--- config.mk ---
export PLATFORM = sky130hd
export DESIGN_NAME = bus_recovery_gate
export DESIGN_NICKNAME = d
export VERILOG_FILES = /design/src/rtl/brc_pkg.sv /design/src/rtl/brc_settings.sv /design/src/rtl/brc_tracker.sv /design/src/rtl/brc_gate.sv /design/src/rtl/bus_recovery_gate.sv
export SDC_FILE = /design/constraint.sdc
export NUM_CORES = 1
export LEC_CHECK = 0
export CORE_MARGIN = 8
export CORE_UTILIZATION = 45
export CTS_CLUSTER_DIAMETER = 150
export DETAILED_ROUTE_END_ITERATION = 12
export PLACE_DENSITY = 0.74
export SLEW_MARGIN = 5
export SYNTH_ARGS = -nofsm -noshare
export SYNTH_HDL_FRONTEND = slang
export SYNTH_SLANG_ARGS = --single-unit
--- constraint.sdc ---
create_clock -name clk -period 3.9 [get_ports clk]
set_input_delay 0.78 -clock clk [delete_from_list [all_inputs] [get_ports clk]]
set_output_delay 0.78 -clock clk [all_outputs]
set_load 0.01 [all_outputs]
--- src/rtl/brc_pkg.sv ---
package brc_pkg;
  typedef enum logic {
    ACC_READ  = 1'b0,
    ACC_WRITE = 1'b1
  } acc_kind_t;

  // recovery owed when the bus turns from one kind to the other
  function automatic logic [3:0] owed_cycles(
    input logic       have_hist,
    input acc_kind_t  last_kind,
    input acc_kind_t  next_kind,
    input logic [3:0] after_wr,
    input logic [3:0] after_rd
  );
    if (!have_hist || last_kind == next_kind) return 4'd0;
    return (last_kind == ACC_WRITE) ? after_wr : after_rd;
  endfunction
endpackage

--- src/rtl/brc_settings.sv ---
module brc_settings #(
  parameter int NUM_CH = 7,
  parameter int DW     = 32,
  parameter int FW     = 4,
  parameter int WR_LSB = 24,
  parameter int RD_LSB = 16,
  parameter int AW     = 3
) (
  input  logic          clk,
  input  logic          rst_n,
  input  logic          reg_we,
  input  logic [AW-1:0] reg_addr,
  input  logic [DW-1:0] reg_wdata,
  output logic [DW-1:0] reg_rdata,
  input  logic [AW-1:0] sel_ch,
  output logic [FW-1:0] sel_wr,
  output logic [FW-1:0] sel_rd
);
  localparam logic [DW-1:0] FIELD_MASK =
    ({{(DW-FW){1'b0}}, {FW{1'b1}}} << WR_LSB) |
    ({{(DW-FW){1'b0}}, {FW{1'b1}}} << RD_LSB);

  logic [FW-1:0] wr_q [NUM_CH];
  logic [FW-1:0] rd_q [NUM_CH];

  for (genvar ch = 0; ch < NUM_CH; ch++) begin : g_ch
    always_ff @(posedge clk) begin
      if (!rst_n) begin
        wr_q[ch] <= '0;
        rd_q[ch] <= '0;
      end else if (reg_we && reg_addr == AW'(ch)) begin
        wr_q[ch] <= reg_wdata[WR_LSB +: FW];
        rd_q[ch] <= reg_wdata[RD_LSB +: FW];
      end
    end
  end

  always_comb begin
    reg_rdata = '0;
    sel_wr    = '0;
    sel_rd    = '0;
    for (int i = 0; i < NUM_CH; i++) begin
      if (reg_addr == AW'(i)) begin
        reg_rdata[WR_LSB +: FW] = wr_q[i];
        reg_rdata[RD_LSB +: FW] = rd_q[i];
      end
      if (sel_ch == AW'(i)) begin
        sel_wr = wr_q[i];
        sel_rd = rd_q[i];
      end
    end
  end

  // reserved bits never read back as ones
  a_r2_reserved_zero: assert property (@(posedge clk) disable iff (!rst_n)
    (reg_rdata & ~FIELD_MASK) == '0);
  // an address with no channel reads as zero
  a_r3_bad_addr_zero: assert property (@(posedge clk) disable iff (!rst_n)
    (int'(reg_addr) >= NUM_CH) |-> reg_rdata == '0);
endmodule

--- src/rtl/brc_tracker.sv ---
module brc_tracker
  import brc_pkg::*;
#(
  parameter int FW = 4,
  parameter int AW = 3
) (
  input  logic          clk,
  input  logic          rst_n,
  input  logic          grant,
  input  logic          req_write,
  input  logic [AW-1:0] req_chan,
  input  logic          acc_done,
  input  logic [FW-1:0] sel_wr,
  input  logic [FW-1:0] sel_rd,
  output logic [AW-1:0] last_chan,
  output acc_kind_t     last_kind,
  output logic          busy,
  output logic          have_hist,
  output logic [FW-1:0] snap_wr,
  output logic [FW-1:0] snap_rd
);
  always_ff @(posedge clk) begin
    if (!rst_n) begin
      busy      <= 1'b0;
      have_hist <= 1'b0;
      last_chan <= '0;
      last_kind <= ACC_READ;
      snap_wr   <= '0;
      snap_rd   <= '0;
    end else if (grant) begin
      busy      <= 1'b1;
      last_chan <= req_chan;
      last_kind <= req_write ? ACC_WRITE : ACC_READ;
    end else if (busy && acc_done) begin
      busy      <= 1'b0;
      have_hist <= 1'b1;
      snap_wr   <= sel_wr;   // settings frozen at completion
      snap_rd   <= sel_rd;
    end
  end

  // completion releases the bus in the next cycle
  a_r10_done_frees: assert property (@(posedge clk) disable iff (!rst_n)
    (busy && acc_done) |=> !busy);
  // a grant always starts a busy period
  a_r10_grant_busy: assert property (@(posedge clk) disable iff (!rst_n)
    grant |=> busy);
endmodule

--- src/rtl/brc_gate.sv ---
module brc_gate
  import brc_pkg::*;
#(
  parameter int FW = 4
) (
  input  logic          clk,
  input  logic          rst_n,
  input  logic          busy,
  input  logic          have_hist,
  input  acc_kind_t     last_kind,
  input  logic [FW-1:0] snap_wr,
  input  logic [FW-1:0] snap_rd,
  input  logic          acc_done,
  input  logic          req_valid,
  input  logic          req_write,
  output logic          req_ready,
  output logic          req_stall,
  output logic          grant
);
  localparam logic [FW-1:0] IDLE_MAX = '1;

  logic [FW-1:0] idle_q;
  logic [FW-1:0] need;

  always_ff @(posedge clk) begin
    if (!rst_n)                 idle_q <= '0;
    else if (busy && acc_done)  idle_q <= '0;
    else if (!busy && idle_q != IDLE_MAX) idle_q <= idle_q + 1'b1;
  end

  always_comb begin
    need      = owed_cycles(have_hist, last_kind,
                            req_write ? ACC_WRITE : ACC_READ, snap_wr, snap_rd);
    req_ready = !busy && (idle_q >= need);
    req_stall = req_valid && !req_ready;
    grant     = req_valid && req_ready;
  end

  // nothing is granted while an access runs
  a_r10_busy_blocks: assert property (@(posedge clk) disable iff (!rst_n)
    busy |-> !req_ready);
  // a request of the same kind as the last access is never held off
  a_r6_same_kind: assert property (@(posedge clk) disable iff (!rst_n)
    (!busy && req_valid && have_hist && (req_write == (last_kind == ACC_WRITE)))
      |-> req_ready);
  // before any completed access no recovery is owed
  a_r1_no_history: assert property (@(posedge clk) disable iff (!rst_n)
    (!busy && !have_hist) |-> req_ready);
endmodule

--- src/rtl/bus_recovery_gate.sv ---
module bus_recovery_gate
  import brc_pkg::*;
#(
  parameter int NUM_CH = 7,
  parameter int DW     = 32,
  parameter int FW     = 4,
  parameter int WR_LSB = 24,
  parameter int RD_LSB = 16,
  parameter int AW     = $clog2(NUM_CH + 1)
) (
  input  logic          clk,
  input  logic          rst_n,
  input  logic          reg_we,
  input  logic [AW-1:0] reg_addr,
  input  logic [DW-1:0] reg_wdata,
  output logic [DW-1:0] reg_rdata,
  input  logic          req_valid,
  input  logic          req_write,
  input  logic [AW-1:0] req_chan,
  output logic          req_ready,
  output logic          req_stall,
  input  logic          acc_done
);
  logic          grant, busy, have_hist;
  logic [AW-1:0] last_chan;
  acc_kind_t     last_kind;
  logic [FW-1:0] sel_wr, sel_rd, snap_wr, snap_rd;

  brc_settings #(
    .NUM_CH(NUM_CH), .DW(DW), .FW(FW),
    .WR_LSB(WR_LSB), .RD_LSB(RD_LSB), .AW(AW)
  ) u_settings (
    .clk(clk), .rst_n(rst_n), .reg_we(reg_we), .reg_addr(reg_addr),
    .reg_wdata(reg_wdata), .reg_rdata(reg_rdata),
    .sel_ch(last_chan), .sel_wr(sel_wr), .sel_rd(sel_rd)
  );

  brc_tracker #(.FW(FW), .AW(AW)) u_tracker (
    .clk(clk), .rst_n(rst_n), .grant(grant), .req_write(req_write),
    .req_chan(req_chan), .acc_done(acc_done), .sel_wr(sel_wr),
    .sel_rd(sel_rd), .last_chan(last_chan), .last_kind(last_kind),
    .busy(busy), .have_hist(have_hist), .snap_wr(snap_wr), .snap_rd(snap_rd)
  );

  brc_gate #(.FW(FW)) u_gate (
    .clk(clk), .rst_n(rst_n), .busy(busy), .have_hist(have_hist),
    .last_kind(last_kind), .snap_wr(snap_wr), .snap_rd(snap_rd),
    .acc_done(acc_done), .req_valid(req_valid), .req_write(req_write),
    .req_ready(req_ready), .req_stall(req_stall), .grant(grant)
  );

  // stall and ready never claim the same request
  a_r11_stall_excl: assert property (@(posedge clk) disable iff (!rst_n)
    !(req_stall && req_ready));
endmodule

==> out/qor.yml <==
area_delta_synth_final_pct: 15.3
crit_path_start_kind: "input pin"
insertion_delay_ns: 0.37
finalPower_mw: 2.00
path_clk_slew_ns: 0.07
rows: 35
maxCapViolations: 0
critPathKind: "input pin to primary output"
port_buffers: 29
clock_skew_ns: 0.0178
setup_violations: 0
antenna_found_initial: 0
synth_most_common_cell: "and2_1"
max_stage_delay_ns: 0.61
r2r-start: "u_tracker.last_kind"
die_h_um: 113
max_clock_freq_ghz: 0.261
dr_total_vias: 3133
yosysWarnings: 0
reg2reg_slack_ns: 1.74
p_leak_nw: 1.78
holdPathEnd: "u_tracker.snap_rd[0]"
synth_area_leaders: "edfxtp_1, dfxtp_1, and2_1"
min_path_cells: 1
worstPathArrival_ns: 3.04
status: "completed"
final.period_utilization: 0.981
io_pins: 78
hold_start: "u_tracker.snap_rd[0]"
drive_gt1_frac: 0.131
yosysTopAreaCell: "edfxtp_1"
synth_area_um2: 4200
place_congestion: 0.922
hp-class: "flop to flop"
ys_seq_elements: 74
cp_cell_sequence: "clkdlybuf4s50_1 > or2_2 > o32ai_1 > a211oi_1 > o21ai_0 > clkdlybuf4s50_1"
dr.pass1.iters: 5
dpl-instance-area_um2: 4600
clockBufferDepth: 2
detail_route.wl_per_cell_um: 18.9
grt-ovfl-total: 0
p_per_area_nw_per_um2: 413
grt_pass1_wl_um: 16400
synthTopCellsByCount: "and2_1, edfxtp_1, nand2_1"
ys.flop_type: "edfxtp_1"
layout.nets: 480
relSlewSlack: 0.357
coreArea_um2: 9150
final_cell_area_um2: 4840
start_util: 0.459
tightest_slew_ns: 0.964
synth-edff-count: 56
dp_hpwl_um: 7700
crit_fanout: 7
synth.distinct_cells: 43
routed_via_density: 5.73
fin_crit_ns: 3.82
synth_top_area_share: 0.401
insertedDiodeCount: 0
cp_slowest_cell: "clkdlybuf4s50_1"
rsz0062_at_grt: "false"
grt_pass1_vias: 3144
wirelength_um: 10300
drv_slew: 0
ant_nets: 0
reg2reg_to: "u_tracker.last_kind"
seq_area_frac_synth: 0.486
cts-root-buf: "clkbuf_8"
fillers: 791
htreeDepth: 3
die_area_um2: 12700
r2r_cells: 10
clock-sinks: 74
hold_viol_final: 0
drtIter0Drc: 230
synthCells: 387
grt_max_degree: 22
ir_worst_vdd_mv: 0.256
utilization: 0.529
cp_common_cell: "clkdlybuf4s50_1"
numCtsBuffers: 9
track_usage: 0.169
async_flop_share: 0
cts_tree: "built"
chipWidth_um: 113
cp-end-kind: "primary output"
drc: 0
synth.avg_cell_area_um2: 10.8
crit_required_ns: 3.12
[cells by family after synthesis]
| group | count (synthesis) | synth area share |
|---|---|---|
| simple gates | 143 | 0.180 |
| flops | 74 | 0.486 |
| xor+xnor | 2 | 0.00417 |
| buf+inv | 53 | 0.0787 |
| other cells | 1 | 0.000893 |
| compound gates | 78 | 0.134 |
| fa+ha+maj | 5 | 0.0149 |
| mux | 31 | 0.101 |
[critical path: cells and delay by family]
family / cells / cell delay (ns)
AO/OA/AOI/OAI: 3 / 0.67
buffers and inverters: 2 / 1.19
AND/OR/NAND/NOR: 1 / 0.41
[final cells by class]
| type | count | area [um^2] | area share |
|---|---|---|---|
| tap | 111 | 139 | 0.0287 |
| multi-input combinational | 283 | 1930 | 0.398 |
| clock buffer | 9 | 124 | 0.0256 |
| sequential | 74 | 2040 | 0.422 |
| clock inverter | 7 | 100 | 0.0207 |
| timing repair buffer | 53 | 469 | 0.0970 |
| inverter | 10 | 37.5 | 0.00776 |
[cells in the final DEF (no fill, tap or decap), types with 11 or more instances in the layout]
master and instances:
nor2_1 28, nand2_1 32, conb_1 24, o21ai_0 24
edfxtp_1 56, a22o_1 11, and2_1 57, clkdlybuf4s50_1 27
mux2i_1 22, buf_4 24, dfxtp_1 18
[routing by layer]
layer | wire length, um | GRT usage
met1 | 4140 | 0.189
met2 | 4900 | 0.281
met3 | 877 | 0.0494
met4 | 399 | 0.0971
met5 | 0 | 0
[registers in the layout, summed over array words and instances (netlist names)]
register,flops
u_settings.rd_q,28
u_settings.wr_q,28
u_gate.idle_q,4
u_tracker.snap_rd,4
u_tracker.snap_wr,4
u_tracker.last_chan,3
u_tracker.busy,1
u_tracker.have_hist,1
u_tracker.last_kind,1
[power by group]
group          switching (mW)  internal [mW]  leakage (nW)  total, mW
combinational           0.177          0.173         0.984      0.350
clock                   0.314          0.365         0.110      0.679
sequential             0.0656          0.906         0.688      0.971
total                   0.557           1.44          1.78       2.00
[through the flow]
step	setup TNS [ns]	cells	worst slack (ns)	hold slack, ns
4_1_cts	0	547	0.0676	0.485
2_1_floorplan	0	410	0.720	0.444
3_3_place_gp	-0.156	531	-0.156	0.454
6_report	0	547	0.0753	0.487
5_1_grt	0	547	0.00145	0.507
3_5_place_dp	-0.171	531	-0.171	0.468
[worst max-delay path by stage]
stage | from | endpoint | slack (ns)
5_1_grt | reg_addr[2] | reg_rdata[24] | 0.001
2_1_floorplan | req_write | req_stall | 0.72
6_report | reg_addr[2] | reg_rdata[24] | 0.08
4_1_cts | reg_addr[2] | reg_rdata[16] | 0.07
3_5_place_dp | req_write | req_stall | -0.17
3_3_place_gp | req_write | req_stall | -0.16
[what timing repair did]
item	in CTS	in global routing
endpoints found under the hold margin	0	0
hold buffers	0	0
setup buffers	0	0
endpoints found under the setup margin	2	5
resized for setup	2	5
Power figures use the tool's default switching activity.
